--- src/rtl/modem_pkg.sv ---
package modem_pkg;

  // control register bit positions
  localparam int unsigned CB_AUTO   = 0;
  localparam int unsigned CB_REQ    = 1;
  localparam int unsigned CB_RDY    = 2;
  localparam int unsigned CB_IRQEN  = 3;
  localparam int unsigned CB_TXON   = 4;
  localparam int unsigned CB_RXON   = 5;
  localparam int unsigned CTRL_BITS = 6;

  // status register bit positions
  localparam int unsigned SB_CTS    = 0;
  localparam int unsigned SB_DCD    = 1;
  localparam int unsigned SB_CTSCHG = 2;
  localparam int unsigned SB_DCDCHG = 3;

  typedef struct packed {
    logic rx_on;
    logic tx_on;
    logic irq_en;
    logic rdy_on;
    logic req_mode;
    logic auto_en;
  } chan_ctrl_t;

endpackage

--- src/rtl/hs_sync_edge.sv ---
module hs_sync_edge #(
  parameter int unsigned STAGES = 2
) (
  input  logic clk,
  input  logic rst_n,
  input  logic pin_n,
  output logic active,
  output logic toggled
);

  localparam int unsigned LAST = STAGES - 1;

  logic [LAST:0] sh_q, sh_d;
  logic          prev_q, prev_d;

  // next state: shift toward the last stage, remember the last stage
  always_comb begin
    sh_d   = {sh_q[LAST-1:0], pin_n};
    prev_d = sh_q[LAST];
  end

  always_ff @(posedge clk or negedge rst_n) begin
    if (!rst_n) begin
      sh_q   <= '1;
      prev_q <= 1'b1;
    end else begin
      sh_q   <= sh_d;
      prev_q <= prev_d;
    end
  end

  assign active  = ~sh_q[LAST];
  assign toggled = sh_q[LAST] ^ prev_q;

endmodule

--- src/rtl/hs_chan.sv ---
module hs_chan
  import modem_pkg::*;
#(
  parameter int unsigned DATA_W = 8
) (
  input  logic              clk,
  input  logic              rst_n,
  input  logic              wr_ctrl,
  input  logic              wr_stat,
  input  logic [DATA_W-1:0] wdata,
  input  logic              cts_act,
  input  logic              dcd_act,
  input  logic              cts_tog,
  input  logic              dcd_tog,
  input  logic              txbuf_empty,
  output logic              tx_en,
  output logic              rx_en,
  output logic              dtr_req_n,
  output logic              irq,
  output logic [DATA_W-1:0] rd_ctrl,
  output logic [DATA_W-1:0] rd_stat
);

  chan_ctrl_t ctrl_q, ctrl_d;
  logic       cchg_q, cchg_d;
  logic       dchg_q, dchg_d;
  logic       clr_c, clr_d;

  assign clr_c = wr_stat & wdata[SB_CTSCHG];
  assign clr_d = wr_stat & wdata[SB_DCDCHG];

  always_comb begin
    ctrl_d = ctrl_q;
    if (wr_ctrl) ctrl_d = chan_ctrl_t'(wdata[CTRL_BITS-1:0]);
    // a fresh edge beats a simultaneous clear
    cchg_d = (cchg_q & ~clr_c) | cts_tog;
    dchg_d = (dchg_q & ~clr_d) | dcd_tog;
  end

  always_ff @(posedge clk or negedge rst_n) begin
    if (!rst_n) begin
      ctrl_q <= '0;
      cchg_q <= 1'b0;
      dchg_q <= 1'b0;
    end else begin
      ctrl_q <= ctrl_d;
      cchg_q <= cchg_d;
      dchg_q <= dchg_d;
    end
  end

  // enables and pin outputs
  always_comb begin
    tx_en     = ctrl_q.tx_on & (~ctrl_q.auto_en | cts_act);
    rx_en     = ctrl_q.rx_on & (~ctrl_q.auto_en | dcd_act);
    dtr_req_n = ctrl_q.req_mode ? ~(txbuf_empty & tx_en) : ~ctrl_q.rdy_on;
    irq       = ctrl_q.irq_en & (cchg_q | dchg_q);
  end

  always_comb begin
    rd_ctrl                 = '0;
    rd_ctrl[CTRL_BITS-1:0]  = ctrl_q;
    rd_stat                 = '0;
    rd_stat[SB_CTS]         = cts_act;
    rd_stat[SB_DCD]         = dcd_act;
    rd_stat[SB_CTSCHG]      = cchg_q;
    rd_stat[SB_DCDCHG]      = dchg_q;
  end

  AST_TXEN_NEEDS_CTS: assert property (@(posedge clk) disable iff (!rst_n)
    (ctrl_q.auto_en && tx_en) |-> cts_act);
  AST_RXEN_NEEDS_DCD: assert property (@(posedge clk) disable iff (!rst_n)
    (ctrl_q.auto_en && rx_en) |-> dcd_act);
  AST_EDGE_SETS_FLAG: assert property (@(posedge clk) disable iff (!rst_n)
    (cts_tog || dcd_tog) |=> (cchg_q || dchg_q));
  AST_FLAG_HOLDS: assert property (@(posedge clk) disable iff (!rst_n)
    (cchg_q && !clr_c) |=> cchg_q);
  AST_CLEAR_WORKS: assert property (@(posedge clk) disable iff (!rst_n)
    (clr_c && !cts_tog) |=> !cchg_q);

endmodule

--- src/rtl/modem_ctl.sv ---
module modem_ctl
  import modem_pkg::*;
#(
  parameter int unsigned NCH         = 2,
  parameter int unsigned DATA_W      = 8,
  parameter int unsigned SYNC_STAGES = 2,
  parameter int unsigned ADDR_W      = $clog2(NCH) + 1
) (
  input  logic              clk,
  input  logic              rst_n,
  input  logic [NCH-1:0]    cts_n,
  input  logic [NCH-1:0]    dcd_n,
  input  logic [NCH-1:0]    txbuf_empty,
  input  logic              reg_we,
  input  logic [ADDR_W-1:0] reg_addr,
  input  logic [DATA_W-1:0] reg_wdata,
  output logic [DATA_W-1:0] reg_rdata,
  output logic [NCH-1:0]    tx_en,
  output logic [NCH-1:0]    rx_en,
  output logic [NCH-1:0]    dtr_req_n,
  output logic [NCH-1:0]    irq
);

  localparam int unsigned CH_W = ADDR_W - 1;

  logic [CH_W-1:0]   sel_ch;
  logic              sel_stat;
  logic [DATA_W-1:0] rd_ctrl [NCH];
  logic [DATA_W-1:0] rd_stat [NCH];

  assign sel_ch   = reg_addr[ADDR_W-1:1];
  assign sel_stat = reg_addr[0];

  for (genvar i = 0; i < NCH; i++) begin : g_ch
    logic cts_act, dcd_act, cts_tog, dcd_tog;
    logic hit;

    assign hit = reg_we && (sel_ch == CH_W'(i));

    hs_sync_edge #(.STAGES(SYNC_STAGES)) u_cts (
      .clk(clk), .rst_n(rst_n), .pin_n(cts_n[i]),
      .active(cts_act), .toggled(cts_tog));

    hs_sync_edge #(.STAGES(SYNC_STAGES)) u_dcd (
      .clk(clk), .rst_n(rst_n), .pin_n(dcd_n[i]),
      .active(dcd_act), .toggled(dcd_tog));

    hs_chan #(.DATA_W(DATA_W)) u_chan (
      .clk(clk), .rst_n(rst_n),
      .wr_ctrl(hit && !sel_stat), .wr_stat(hit && sel_stat),
      .wdata(reg_wdata),
      .cts_act(cts_act), .dcd_act(dcd_act),
      .cts_tog(cts_tog), .dcd_tog(dcd_tog),
      .txbuf_empty(txbuf_empty[i]),
      .tx_en(tx_en[i]), .rx_en(rx_en[i]),
      .dtr_req_n(dtr_req_n[i]), .irq(irq[i]),
      .rd_ctrl(rd_ctrl[i]), .rd_stat(rd_stat[i]));

    AST_REQ_ONLY_WHEN_EMPTY: assert property (@(posedge clk) disable iff (!rst_n)
      (!dtr_req_n[i] && !rd_ctrl[i][CB_RDY]) |-> (txbuf_empty[i] && tx_en[i]));
  end

  always_comb begin
    reg_rdata = '0;
    for (int k = 0; k < NCH; k++) begin
      if (sel_ch == CH_W'(k)) reg_rdata = sel_stat ? rd_stat[k] : rd_ctrl[k];
    end
  end

endmodule

--- config.mk ---
export PLATFORM = sky130hd
export DESIGN_NAME = modem_ctl
export DESIGN_NICKNAME = d
export VERILOG_FILES = /design/src/rtl/modem_pkg.sv /design/src/rtl/hs_sync_edge.sv /design/src/rtl/hs_chan.sv /design/src/rtl/modem_ctl.sv
export SDC_FILE = /design/constraint.sdc
export NUM_CORES = 1
export LEC_CHECK = 0
export BUFFER_PORTS_ARGS = -buffer_cell sky130_fd_sc_hd__buf_2
export CAP_MARGIN = 30
export CORE_UTILIZATION = 48
export CTS_BUF_LIST = sky130_fd_sc_hd__clkbuf_2
export CTS_CLUSTER_SIZE = 30
export DETAILED_ROUTE_END_ITERATION = 6
export GPL_ROUTABILITY_DRIVEN = 1
export PLACE_DENSITY = 0.77
export SYNTH_ARGS = -nofsm -noshare
export SYNTH_HDL_FRONTEND = slang
export SYNTH_SLANG_ARGS = --single-unit
--- constraint.sdc ---
create_clock -name clk -period 1.24 [get_ports clk]
set_clock_uncertainty 0.2 [all_clocks]
set_input_delay 0.124 -clock clk [delete_from_list [all_inputs] [get_ports clk]]
set_output_delay 0.124 -clock clk [all_outputs]
set_load 0.03 [all_outputs]
After elaboration in Yosys (flattened, before gate mapping)

Index checks and enable logic that the tools add are counted.

Mux-type cells: 5
Bitwise gates (word level): 45
Reductions and logical operators: 7

Operator list:

| kind              | count |
|---|---|
| 1-bit AND         | 16 |
| 1-bit NOT         | 15 |
| 6-bit two-way mux | 2 |
| 1-bit bitwise OR  | 10 |
| 8-bit two-way mux | 1 |
| 1-bit logical AND | 6 |
| 1-bit bitwise XOR | 4 |
| 1-bit two-way mux | 2 |
| 1-bit zero test   | 1 |

Flip-flop bits (word level): 28
Input port bits: 19
Output and inout port bits: 16

Depth between registers and ports, before layout

Gate-level depths: netlist (run 1).

Depth in word-level cells: 7
Mapped depth: 3
Gate-level depth less buffers: 2

Hierarchy

Synthesis (run 1) repeated with hierarchy kept, for this count alone.

Cells, all modules: 108
Area, all modules: 1,502.7 µm²

Modules (own cells, without submodules):

| module       | instances | cells each | area each (µm²) |
|---|---|---|---|
| hs_chan      | 2         | 37         | 449.2 |
| hs_sync_edge | 4         | 5          | 91.3 |
| modem_ctl    | 1         | 14         | 239.0 |

Worst setup path before layout (run 1)

Ideal clock, no wire load.

Path type: register to output
From: register g_ch[0].u_dcd.sh_q[1]
To: output reg_rdata[1]
Data arrival time: 1.200 ns
Data required time: 0.916 ns
Path slack: -0.284 ns
Cell stages (with the launch flop): 3
Buffers on the path: 0
Cells stage by stage: dfstp_2 > inv_1 > mux4_1

Longest elaborated chain between the ends: 3

RTL lines:

| element                  | RTL line           | text |
|---|---|---|
| start: declaration       | hs_sync_edge.sv:13 | `logic [LAST:0] sh_q, sh_d;` |
| start signal: assignment | hs_sync_edge.sv:24 | `sh_q <= '1;` |
| start signal: assignment | hs_sync_edge.sv:27 | `sh_q <= sh_d;` |
| 1-bit NOT                | hs_sync_edge.sv:32 | `assign active = ~sh_q[LAST];` |
| 6-bit two-way mux        | modem_ctl.sv:66    | `if (sel_ch == CH_W'(k)) reg_rdata = sel_stat ? rd_stat[k] : rd_ctrl[k];` |
| 8-bit two-way mux        | modem_ctl.sv:66    |  |
| end: declaration         | modem_ctl.sv:17    | `output logic [DATA_W-1:0] reg_rdata,` |

Every way passes these cells.

Worst setup path after layout (run 1)

From: register g_ch[1].u_cts.sh_q[1]
To: output reg_rdata[0]

Longest elaborated chain between the ends: 3

RTL lines:

| element                  | RTL line |
|---|---|
| start: declaration       | hs_sync_edge.sv:13 |
| start signal: assignment | hs_sync_edge.sv:24 |
| start signal: assignment | hs_sync_edge.sv:27 |
| 1-bit NOT                | hs_sync_edge.sv:32 |
| 6-bit two-way mux        | modem_ctl.sv:66 |
| 8-bit two-way mux        | modem_ctl.sv:66 |

Every way passes these cells.

==> flow_metrics.tcl, run 1 <==
set metrics [dict create \
    layout-area-overhead-vs-synth_pct 50.5 \
    antenna_violating_nets_post_route 0 \
    post_detailed_route_wirelength_per_cell_um 14.6 \
    post-route-worst-setup-slack_ns -0.670 \
    grt_pass1_wl_um 4260 \
    via_count_of_the_first_global_routing_pass 937 \
    cp_slowest_stage_delay_ns 0.60 \
    placement.io_buffers 30 \
    dr_total_vias 933 \
    crit_chain "inv_2 > mux4_2 > buf_6" \
    end_kind "primary output" \
    netlist_area_before_placement_um2 1280 \
    final_cells 184 \
    rsz0062_at_grt "yes" \
    failing_checks "negative setup slack" \
    detailedPlacementHpwl_um 1890 \
    fraction_of_layout_cells_with_a_size_suffix_above_1_pct 65.6 \
    cts_max_path_buffers 2 \
    routed_wl_um 2680 \
    tritoncts_clock_tree "yes" \
    ir_worst_vdd_v 0.000843 \
    drt_first_iter_violations 6 \
    grt_antenna_before_repair 0 \
    detail_route.vias_per_cell 5.07 \
    floorplan.io_pins 35 \
    residual_drc_count 0 \
    yosysTopAreaCellShare_pct 31.3 \
    p_leak_nw 0.870 \
    cts_buffers 3 \
    worst_path_fanout_max 2 \
    die_h_um 53.6 \
    clk_pin_slew_ns 0.23 \
    commonest_non_fill_non_tap_cells_in_the_layout "25 x sky130_fd_sc_hd__buf_6, 19 x sky130_fd_sc_hd__buf_4, 16 x sky130_fd_sc_hd__buf_2, 15 x sky130_fd_sc_hd__dfrtp_1" \
    synth.ff_latch_count 28 \
    hold_path_class "in -> reg" \
    drv_slew 0 \
    cp.required_ns 0.92 \
    synthDominantAreaCellType "sky130_fd_sc_hd__dfrtp_1" \
    synth.distinct_cells 21 \
    outcome "complete, but fails checks" \
    synth-warning-count 0 \
    gpl.final_weighted_congestion 0.794 \
    grt_util_all_layers_pct 21.8 \
    min_period_over_period_pct 154 \
    hold_slack_ns 0.0127 \
    cts.sink_count 28 \
    die_area_um2 2870 \
    drv.max_cap_violation_count 0 \
    core.rowCount 18 \
    final-hold-violation-count 0 \
    critPathLaunchType "flop" \
    power_per_cell_area_nw_per_um2 1240 \
    starting_density_of_the_core_pct 51.1 \
    final_common_cell "sky130_fd_sc_hd__buf_6" \
    maximum_clock_frequency_ghz 0.523 \
    finalSetupViolations 15 \
    finish.net_count 174 \
    gr-total-overflow 0 \
    floorplan.die.width_um 53.6 \
    cts_htree_levels 1 \
    dr.pass1.iters 4 \
    period_needed_ns 1.91 \
    synthCells 89 \
    post-place-cells 163 \
    clock_insertion_delay_worst_skew_ns 0.34 \
    cts-root-buf "sky130_fd_sc_hd__clkbuf_2" \
    antennaDiodeCount 0 \
    floorplan.core_area_um2 2500 \
    worst_path_max_delay_cell "sky130_fd_sc_hd__dfstp_2" \
    grt_max_degree 29 \
    ys_top_cells_by_area "sky130_fd_sc_hd__dfrtp_1 31%, sky130_fd_sc_hd__dfstp_2 25%, sky130_fd_sc_hd__mux2_2 11%, sky130_fd_sc_hd__buf_4 6.5%, sky130_fd_sc_hd__mux4_1 4.1%" \
    post_synth.cell_area_avg_um2 14.4 \
    synth_sequential_area_ratio_pct 56.0 \
    critical_path_arrival_ns 1.59 \
    worst-setup-path-type "reg -> out" \
]
## state kept, by name, indices dropped and copies added, names as in the netlist
signal,flops
g_ch.u_chan.dchg_q,2
g_ch.u_chan.rd_ctrl,12
g_ch.u_dcd.sh_q,4
g_ch.u_chan.cchg_q,2
g_ch.u_cts.prev_q,2
g_ch.u_dcd.prev_q,2
g_ch.u_cts.sh_q,4
## logic make-up (layout without fill, tap and decap cells)
family / Yosys count / count (layout) / share of synthesized area, %
flops: 28 / 28 / 56.0
simple gates: 10 / 10 / 6.27
other cells: 1 / 2 / 0.294
mux: 18 / 18 / 19.8
xor+xnor: 4 / 4 / 2.74
compound gates: 12 / 12 / 6.86
buf+inv: 16 / 80 / 8.03
## final timing paths
kind / startpoint / endpoint / slack, ns / cells after the start
max: g_ch[1].u_cts.sh_q[1]$_DFF_PN1_ / reg_rdata[0] / -0.67 / 3
min: reg_addr[1] / g_ch[1].u_chan.dchg_q$_DFF_PN0_ / 0.01 / 3
max reg2reg: g_ch[1].u_cts.sh_q[1]$_DFF_PN1_ / g_ch[1].u_chan.cchg_q$_DFF_PN0_ / -0.02 / 4
min reg2reg: g_ch[1].u_cts.sh_q[0]$_DFF_PN1_ / g_ch[1].u_cts.sh_q[1]$_DFF_PN1_ / 0.17 / 0
max in group asynchronous: rst_n / g_ch[1].u_dcd.prev_q$_DFF_PN1_ / 0.46 / 3
min in group asynchronous: rst_n / g_ch[0].u_chan.rd_ctrl[0]$_DFFE_PN0P_ / 0.08 / 3
## cell usage after synthesis
master                     number
sky130_fd_sc_hd__a21boi_0       4
sky130_fd_sc_hd__a21o_1         4
sky130_fd_sc_hd__a31oi_1        2
sky130_fd_sc_hd__buf_2          1
sky130_fd_sc_hd__buf_4         11
sky130_fd_sc_hd__conb_1         1
sky130_fd_sc_hd__dfrtp_1       16
sky130_fd_sc_hd__dfstp_2       12
sky130_fd_sc_hd__inv_1          4
sky130_fd_sc_hd__mux2_2        12
sky130_fd_sc_hd__mux2i_1        2
sky130_fd_sc_hd__mux4_1         2
sky130_fd_sc_hd__mux4_2         2
sky130_fd_sc_hd__nand3b_2       1
sky130_fd_sc_hd__nand4_1        2
sky130_fd_sc_hd__nand4b_1       2
sky130_fd_sc_hd__nor2_1         2
sky130_fd_sc_hd__nor2b_1        2
sky130_fd_sc_hd__nor3b_4        1
sky130_fd_sc_hd__o21a_1         2
sky130_fd_sc_hd__xor2_1         4
## power breakdown
group	switching, W	internal, W	leakage, nW	total, W
sequential	0.0000713	0.00103	0.304	0.00110
clock	0.000241	0.0000701	0.0140	0.000311
combinational	0.000437	0.000526	0.552	0.000963
total	0.000748	0.00163	0.870	0.00238
## worst max-delay path, delay by kind of cell (launching register included)
| family | cells | cell delay, ns |
|---|---|---|
| buf+inv | 2 | 0.18 |
| mux | 1 | 0.47 |
| flops | 1 | 0.60 |
## through the flow
stage / power (W) / util [%] / TNS (ns) / setup slack [ns] / area (µm²)
5_1_grt: 0.00250 / 76.9 / -7.21 / -0.760 / 1920
2_1_floorplan: 0.00158 / - / -0.521 / -0.212 / 1270
4_1_cts: 0.00234 / 75.4 / -5.95 / -0.670 / 1890
3_5_place_dp: 0.00181 / 63.0 / -2.95 / -0.274 / 1570
6_report: 0.00238 / 76.9 / -6.00 / -0.670 / 1920
3_3_place_gp: 0.00178 / 63.0 / -2.33 / -0.261 / 1570
## cell type report
type                    count  area [µm²]
clock buffers               3        15.0
clock inverters             1        3.75
fillers                   161         577
inverters                   4        15.0
multi-input cells          46         500
flip-flops and latches     28         717
well taps                  30        37.5
repair buffers             72         634
## per-layer routing
| layer | GRT usage (%) | up-vias | routed length (µm) |
|---|---|---|---|
| li1 | - | 437 | - |
| met1 | 26.2 | 447 | 1120 |
| met2 | 38.8 | 41 | 1410 |
| met3 | 3.95 | 8 | 115 |
| met4 | 7.89 | 0 | 42 |
| met5 | 0 | - | 0 |
## timing repair
item	in CTS	in global routing
endpoints found under the hold margin	48	0
hold buffers	11	0
pin swaps	6	4
gates cloned	0	0
gates resized for setup	45	11
setup endpoints to repair	14	16
setup buffers	4	7
Note: power is estimated with default switching activity, not from simulation.
==> run 2: changes to the inputs <==
--- a/config.mk
+++ b/config.mk
@@ -5,6 +5,7 @@
 export SDC_FILE = /design/constraint.sdc
 export NUM_CORES = 1
 export LEC_CHECK = 0
+export ABC_CLOCK_PERIOD_IN_PS = 1240
 export BUFFER_PORTS_ARGS = -buffer_cell sky130_fd_sc_hd__buf_2
 export CAP_MARGIN = 30
 export CORE_UTILIZATION = 48
@@ -12,7 +13,7 @@
 export CTS_CLUSTER_SIZE = 30
 export DETAILED_ROUTE_END_ITERATION = 6
 export GPL_ROUTABILITY_DRIVEN = 1
-export PLACE_DENSITY = 0.77
+export PLACE_DENSITY_LB_ADDON = 0.08
 export SYNTH_ARGS = -nofsm -noshare
 export SYNTH_HDL_FRONTEND = slang
 export SYNTH_SLANG_ARGS = --single-unit
==> flow_metrics.tcl, run 2 (same netlist as run 1, synthesis figures left out) <==
set metrics [dict create \
    final-hold-violation-count 0 \
    tritoncts_clock_tree "yes" \
    gpl.final_weighted_congestion 0.722 \
    met2WireLength_um 1450 \
    maximum_clock_frequency_ghz 0.516 \
    floorplan.die.width_um 53.6 \
    layout.core_utilization_pct 77.0 \
    floorplan.core_area_um2 2500 \
    layout-area-overhead-vs-synth_pct 50.7 \
    rsz0062_at_grt "yes" \
    worst_path_fanout_max 2 \
    core.rowCount 18 \
    period_needed_ns 1.94 \
    commonest_non_fill_non_tap_cells_in_the_layout "23 x sky130_fd_sc_hd__buf_4, 23 x sky130_fd_sc_hd__buf_6, 16 x sky130_fd_sc_hd__dfrtp_1, 16 x sky130_fd_sc_hd__buf_2, 12 x sky130_fd_sc_hd__dfstp_2" \
    drv_slew 0 \
    p_leak_nw 0.880 \
    cts.sink_count 28 \
    grt_antenna_before_repair 0 \
    starting_density_of_the_core_pct 51.1 \
    clk_pin_slew_ns 0.25 \
    cp.required_ns 0.92 \
    detailedPlacementHpwl_um 1920 \
    finish.net_count 176 \
    drv.max_cap_violation_count 0 \
    grt_max_degree 29 \
    antennaDiodeCount 0 \
    dr.pass1.iters 4 \
    outcome "complete, but fails checks" \
    grt_pass1_wl_um 4090 \
    min_period_over_period_pct 156 \
    failing_checks "negative setup slack" \
    routed_wl_um 2700 \
    worst_path_max_delay_cell "sky130_fd_sc_hd__dfstp_2" \
    antenna_violating_nets_post_route 0 \
    route.met3.wl_um 110 \
    gr-total-overflow 0 \
    cell_area_after_placement_um2 1570 \
    cts_buffers 3 \
    dr_total_vias 926 \
    cts-root-buf "sky130_fd_sc_hd__clkbuf_2" \
    rrSetupSlack_ns -0.12 \
    drt-met1-wl_um 1100 \
    cts_max_path_buffers 2 \
    cts_htree_levels 1 \
    layout.cell_area.non_filler_um2 1930 \
    die_area_um2 2870 \
    critical_path_arrival_ns 1.61 \
    residual_drc_count 0 \
    finalSetupTns_ns -6.54 \
    worst-setup-path-type "reg -> out" \
    post-route-worst-setup-slack_ns -0.697 \
    largest_reg_flops 12 \
    placement.io_buffers 30 \
    crit_chain "inv_1 > mux4_2 > buf_6" \
    die_h_um 53.6 \
    layout.filler_cells 175 \
    drt_first_iter_violations 8 \
    via_count_of_the_first_global_routing_pass 908 \
    finalSetupViolations 15 \
    floorplan.io_pins 35 \
    end_kind "primary output" \
    post_detailed_route_wirelength_per_cell_um 14.5 \
    cp_slowest_stage_delay_ns 0.60 \
    power_per_cell_area_nw_per_um2 1230 \
    critPathLaunchType "flop" \
    detail_route.vias_per_cell 4.98 \
    ir_worst_vdd_v 0.000996 \
    highest_layer "met4" \
    grt_util_all_layers_pct 21.3 \
    clock_insertion_delay_worst_skew_ns 0.36 \
    hold_path_class "in -> async" \
    fraction_of_layout_cells_with_a_size_suffix_above_1_pct 66.0 \
]
## run 2: changes by cell type in the layout (fill, tap and decap cells not counted), sizes merged
cell  previous run  this run
buf             61        63
## run 2: path summary, 6_finish.rpt
path                                                  from                                    end  depth (start not counted)
max                        g_ch[1].u_dcd.sh_q[1]$_DFF_PN1_                           reg_rdata[1]                          3
min                                                  rst_n  g_ch[1].u_chan.rd_ctrl[2]$_DFFE_PN0P_                          3
max reg2reg                g_ch[1].u_cts.sh_q[1]$_DFF_PN1_        g_ch[1].u_chan.cchg_q$_DFF_PN0_                          5
min reg2reg                g_ch[1].u_dcd.sh_q[0]$_DFF_PN1_        g_ch[1].u_dcd.sh_q[1]$_DFF_PN1_                          0
max in group asynchronous                            rst_n         g_ch[1].u_cts.prev_q$_DFF_PN1_                          3
min in group clk                               reg_addr[0]        g_ch[1].u_chan.cchg_q$_DFF_PN0_                          4
## run 2: per-stage QoR
stage                     hold WS [ns]  cells  setup slack, ns  total power (W)
after floorplan                 -0.372     90           -0.212          0.00158
after global placement         -0.0626    163           -0.257          0.00177
after detailed placement       -0.0651    163           -0.276          0.00179
after CTS                       0.0461    184           -0.703          0.00233
after global routing            0.0589    186           -0.767          0.00249
final                           0.0415    186           -0.697          0.00237
## run 2: per-layer routing
metal	vias to the layer above	GRT usage, %
li1	435	-
met1	458	26.2
met2	29	36.9
met3	4	3.39
met4	0	9.21
met5	-	0
## run 2: where the power goes
part	switching (W)	leakage, nW	internal [W]
Sequential	0.0000676	0.305	0.00103
Combinational	0.000421	0.562	0.000520
Clock	0.000258	0.0140	0.0000700
Total	0.000746	0.880	0.00162
## run 2: repair_timing
item,4_1_cts,5_1_grt
hold buffers,11,0
resized for setup,41,12
pin swaps,6,4
hold endpoints to repair,48,0
buffers inserted,6,6
endpoints found under the setup margin,14,18
## run 2: area by class of cell
type	count	area, µm²	area share (%)
Clock buffer	3	15.0	0.780
Clock inverter	1	3.75	0.195
Inverter	4	15.0	0.780
Multi-Input combinational cell	46	497	25.8
Sequential cell	28	716	37.2
Tap cell	30	37.5	1.95
Timing Repair Buffer	74	642	33.3
## run 2: worst max-delay path, delay by kind of cell (launching register included)
family / cells / cell delay (ns)
buf+inv: 2 / 0.19
mux: 1 / 0.47
flops: 1 / 0.60
==> run 3: changes to the inputs <==
--- a/config.mk
+++ b/config.mk
@@ -5,9 +5,10 @@
 export SDC_FILE = /design/constraint.sdc
 export NUM_CORES = 1
 export LEC_CHECK = 0
-export ABC_CLOCK_PERIOD_IN_PS = 1240
+export ABC_CLOCK_PERIOD_IN_PS = 1700
 export BUFFER_PORTS_ARGS = -buffer_cell sky130_fd_sc_hd__buf_2
 export CAP_MARGIN = 30
+export CORE_ASPECT_RATIO = 2
 export CORE_UTILIZATION = 48
 export CTS_BUF_LIST = sky130_fd_sc_hd__clkbuf_2
 export CTS_CLUSTER_SIZE = 30
==> constraint.sdc (replaced) <==
create_clock -name clk -period 1.7 [get_ports clk]
set_clock_uncertainty 0.2 [all_clocks]
set_input_delay 0.17 -clock clk [delete_from_list [all_inputs] [get_ports clk]]
set_output_delay 0.17 -clock clk [all_outputs]
set_load 0.03 [all_outputs]
==> flow_metrics.tcl, run 3 (same netlist as run 1, synthesis figures left out) <==
set metrics [dict create \
    antennaDiodeCount 0 \
    layout.cell_area.non_filler_um2 1700 \
    grt_max_degree 29 \
    final-hold-violation-count 0 \
    clk_pin_slew_ns 0.24 \
    failing_checks "negative setup slack" \
    outcome "complete, but fails checks" \
    fraction_of_layout_cells_with_a_size_suffix_above_1_pct 60.4 \
    post_detailed_route_wirelength_per_cell_um 15.5 \
    rrSetupSlack_ns 0.34 \
    hold_path_class "in -> reg" \
    end_kind "primary output" \
    p_leak_nw 0.762 \
    cts_buffers 3 \
    finalSetupTns_ns -1.08 \
    die_area_um2 2880 \
    multiInputGateArea_um2 470 \
    worst-setup-path-type "reg -> out" \
    grt_antenna_before_repair 0 \
    rsz0062_at_grt "yes" \
    post-place-ws_ns 0.0962 \
    worst_path_fanout_max 2 \
    commonest_non_fill_non_tap_cells_in_the_layout "19 x sky130_fd_sc_hd__buf_2, 17 x sky130_fd_sc_hd__buf_4, 16 x sky130_fd_sc_hd__dfrtp_1" \
    period_needed_ns 1.95 \
    floorplan.die.width_um 38.5 \
    floorplan.core_area_um2 2540 \
    maximum_clock_frequency_ghz 0.513 \
    tritoncts_clock_tree "yes" \
    floorplan.io_pins 35 \
    cp.required_ns 1.33 \
    residual_drc_count 0 \
    finish.net_count 159 \
    largest_reg_flops 12 \
    routed_wl_um 2590 \
    dr.pass1.iters 4 \
    layout.filler_cells 210 \
    antenna_violating_nets_post_route 0 \
    hold_slack_ns 0.0193 \
    min_period_over_period_pct 115 \
    dr_total_vias 852 \
    gr-total-overflow 0 \
    drv.max_cap_violation_count 0 \
    final_common_cell "sky130_fd_sc_hd__buf_2" \
    layout.core_utilization_pct 67.0 \
    worstMarginPinSlew_ns 0.605 \
    ff_latch_area_um2 716 \
    post-route-worst-setup-slack_ns -0.251 \
    placement.io_buffers 30 \
    drt_first_iter_violations 15 \
    grt_util_all_layers_pct 20.2 \
    critical_path_arrival_ns 1.58 \
    cts_max_path_buffers 2 \
    detail_route.vias_per_cell 5.10 \
    finalSetupViolations 6 \
    max-slew-margin-rel_pct 59.7 \
    drv_slew 0 \
    via_count_of_the_first_global_routing_pass 852 \
    starting_density_of_the_core_pct 50.3 \
    cts.sink_count 28 \
    power_per_cell_area_nw_per_um2 916 \
    cts_htree_levels 1 \
    ir_worst_vdd_v 0.000612 \
    cts-root-buf "sky130_fd_sc_hd__clkbuf_2" \
    gpl.final_weighted_congestion 0.723 \
    clock_insertion_delay_worst_skew_ns 0.33 \
    grt_pass1_wl_um 4000 \
    die_h_um 75.0 \
    critPathLaunchType "flop" \
    layout-area-overhead-vs-synth_pct 33.0 \
    core.rowCount 26 \
    detailedPlacementHpwl_um 1690 \
    cell_area_after_placement_um2 1400 \
]
-- run 3: repair_timing --
action,4_1_cts,5_1_grt
endpoints found under the setup margin,7,11
setup buffers,11,1
pin swaps,2,2
hold buffers,12,0
gates resized for setup,19,16
endpoints found under the hold margin,48,0
-- run 3: routing by layer --
layer  track usage (%)  wire length, µm
met1              25.3             1040
met2              34.6             1410
met3              2.95              105
met4              6.90               29
met5                 0                0
-- run 3: worst paths after layout --
kind | startpoint | endpoint | cells past startpoint
max | g_ch[0].u_dcd.sh_q[1]$_DFF_PN1_ | reg_rdata[1] | 3
min | reg_addr[0] | g_ch[1].u_chan.cchg_q$_DFF_PN0_ | 3
max reg2reg | g_ch[1].u_cts.sh_q[1]$_DFF_PN1_ | g_ch[1].u_chan.cchg_q$_DFF_PN0_ | 5
min reg2reg | g_ch[1].u_cts.sh_q[0]$_DFF_PN1_ | g_ch[1].u_cts.sh_q[1]$_DFF_PN1_ | 0
max in group asynchronous | rst_n | g_ch[1].u_cts.sh_q[0]$_DFF_PN1_ | 2
min in group asynchronous | rst_n | g_ch[1].u_chan.rd_ctrl[5]$_DFFE_PN0P_ | 2
-- run 3: critical path: stages, from the launching register on --
cell	delay (ns)
sky130_fd_sc_hd__dfstp_2	0.60
sky130_fd_sc_hd__inv_2	0.03
sky130_fd_sc_hd__mux4_2	0.45
sky130_fd_sc_hd__buf_6	0.15
-- run 3: cell type report --
type	instances	share of cell area, %
clock buffers	3	0.884
clock inverters	1	0.221
inverters	4	0.884
multi-input cells	46	27.7
flip-flops and latches	28	42.1
well taps	28	2.06
repair buffers	57	26.1
-- run 3: metrics by stage --
stage,std cells,total power (W)
after floorplan,90,0.00115
after global placement,139,0.00121
after detailed placement,139,0.00122
after CTS,166,0.00154
after global routing,167,0.00164
final,167,0.00156
-- run 3: power by group --
| group | internal (W) | switching [W] | leakage, nW | total [W] |
|---|---|---|---|---|
| sequential | 0.000751 | 0.0000593 | 0.305 | 0.000810 |
| combinational | 0.000258 | 0.000259 | 0.444 | 0.000518 |
| clock | 0.0000511 | 0.000177 | 0.0140 | 0.000228 |
| total | 0.00106 | 0.000495 | 0.762 | 0.00156 |
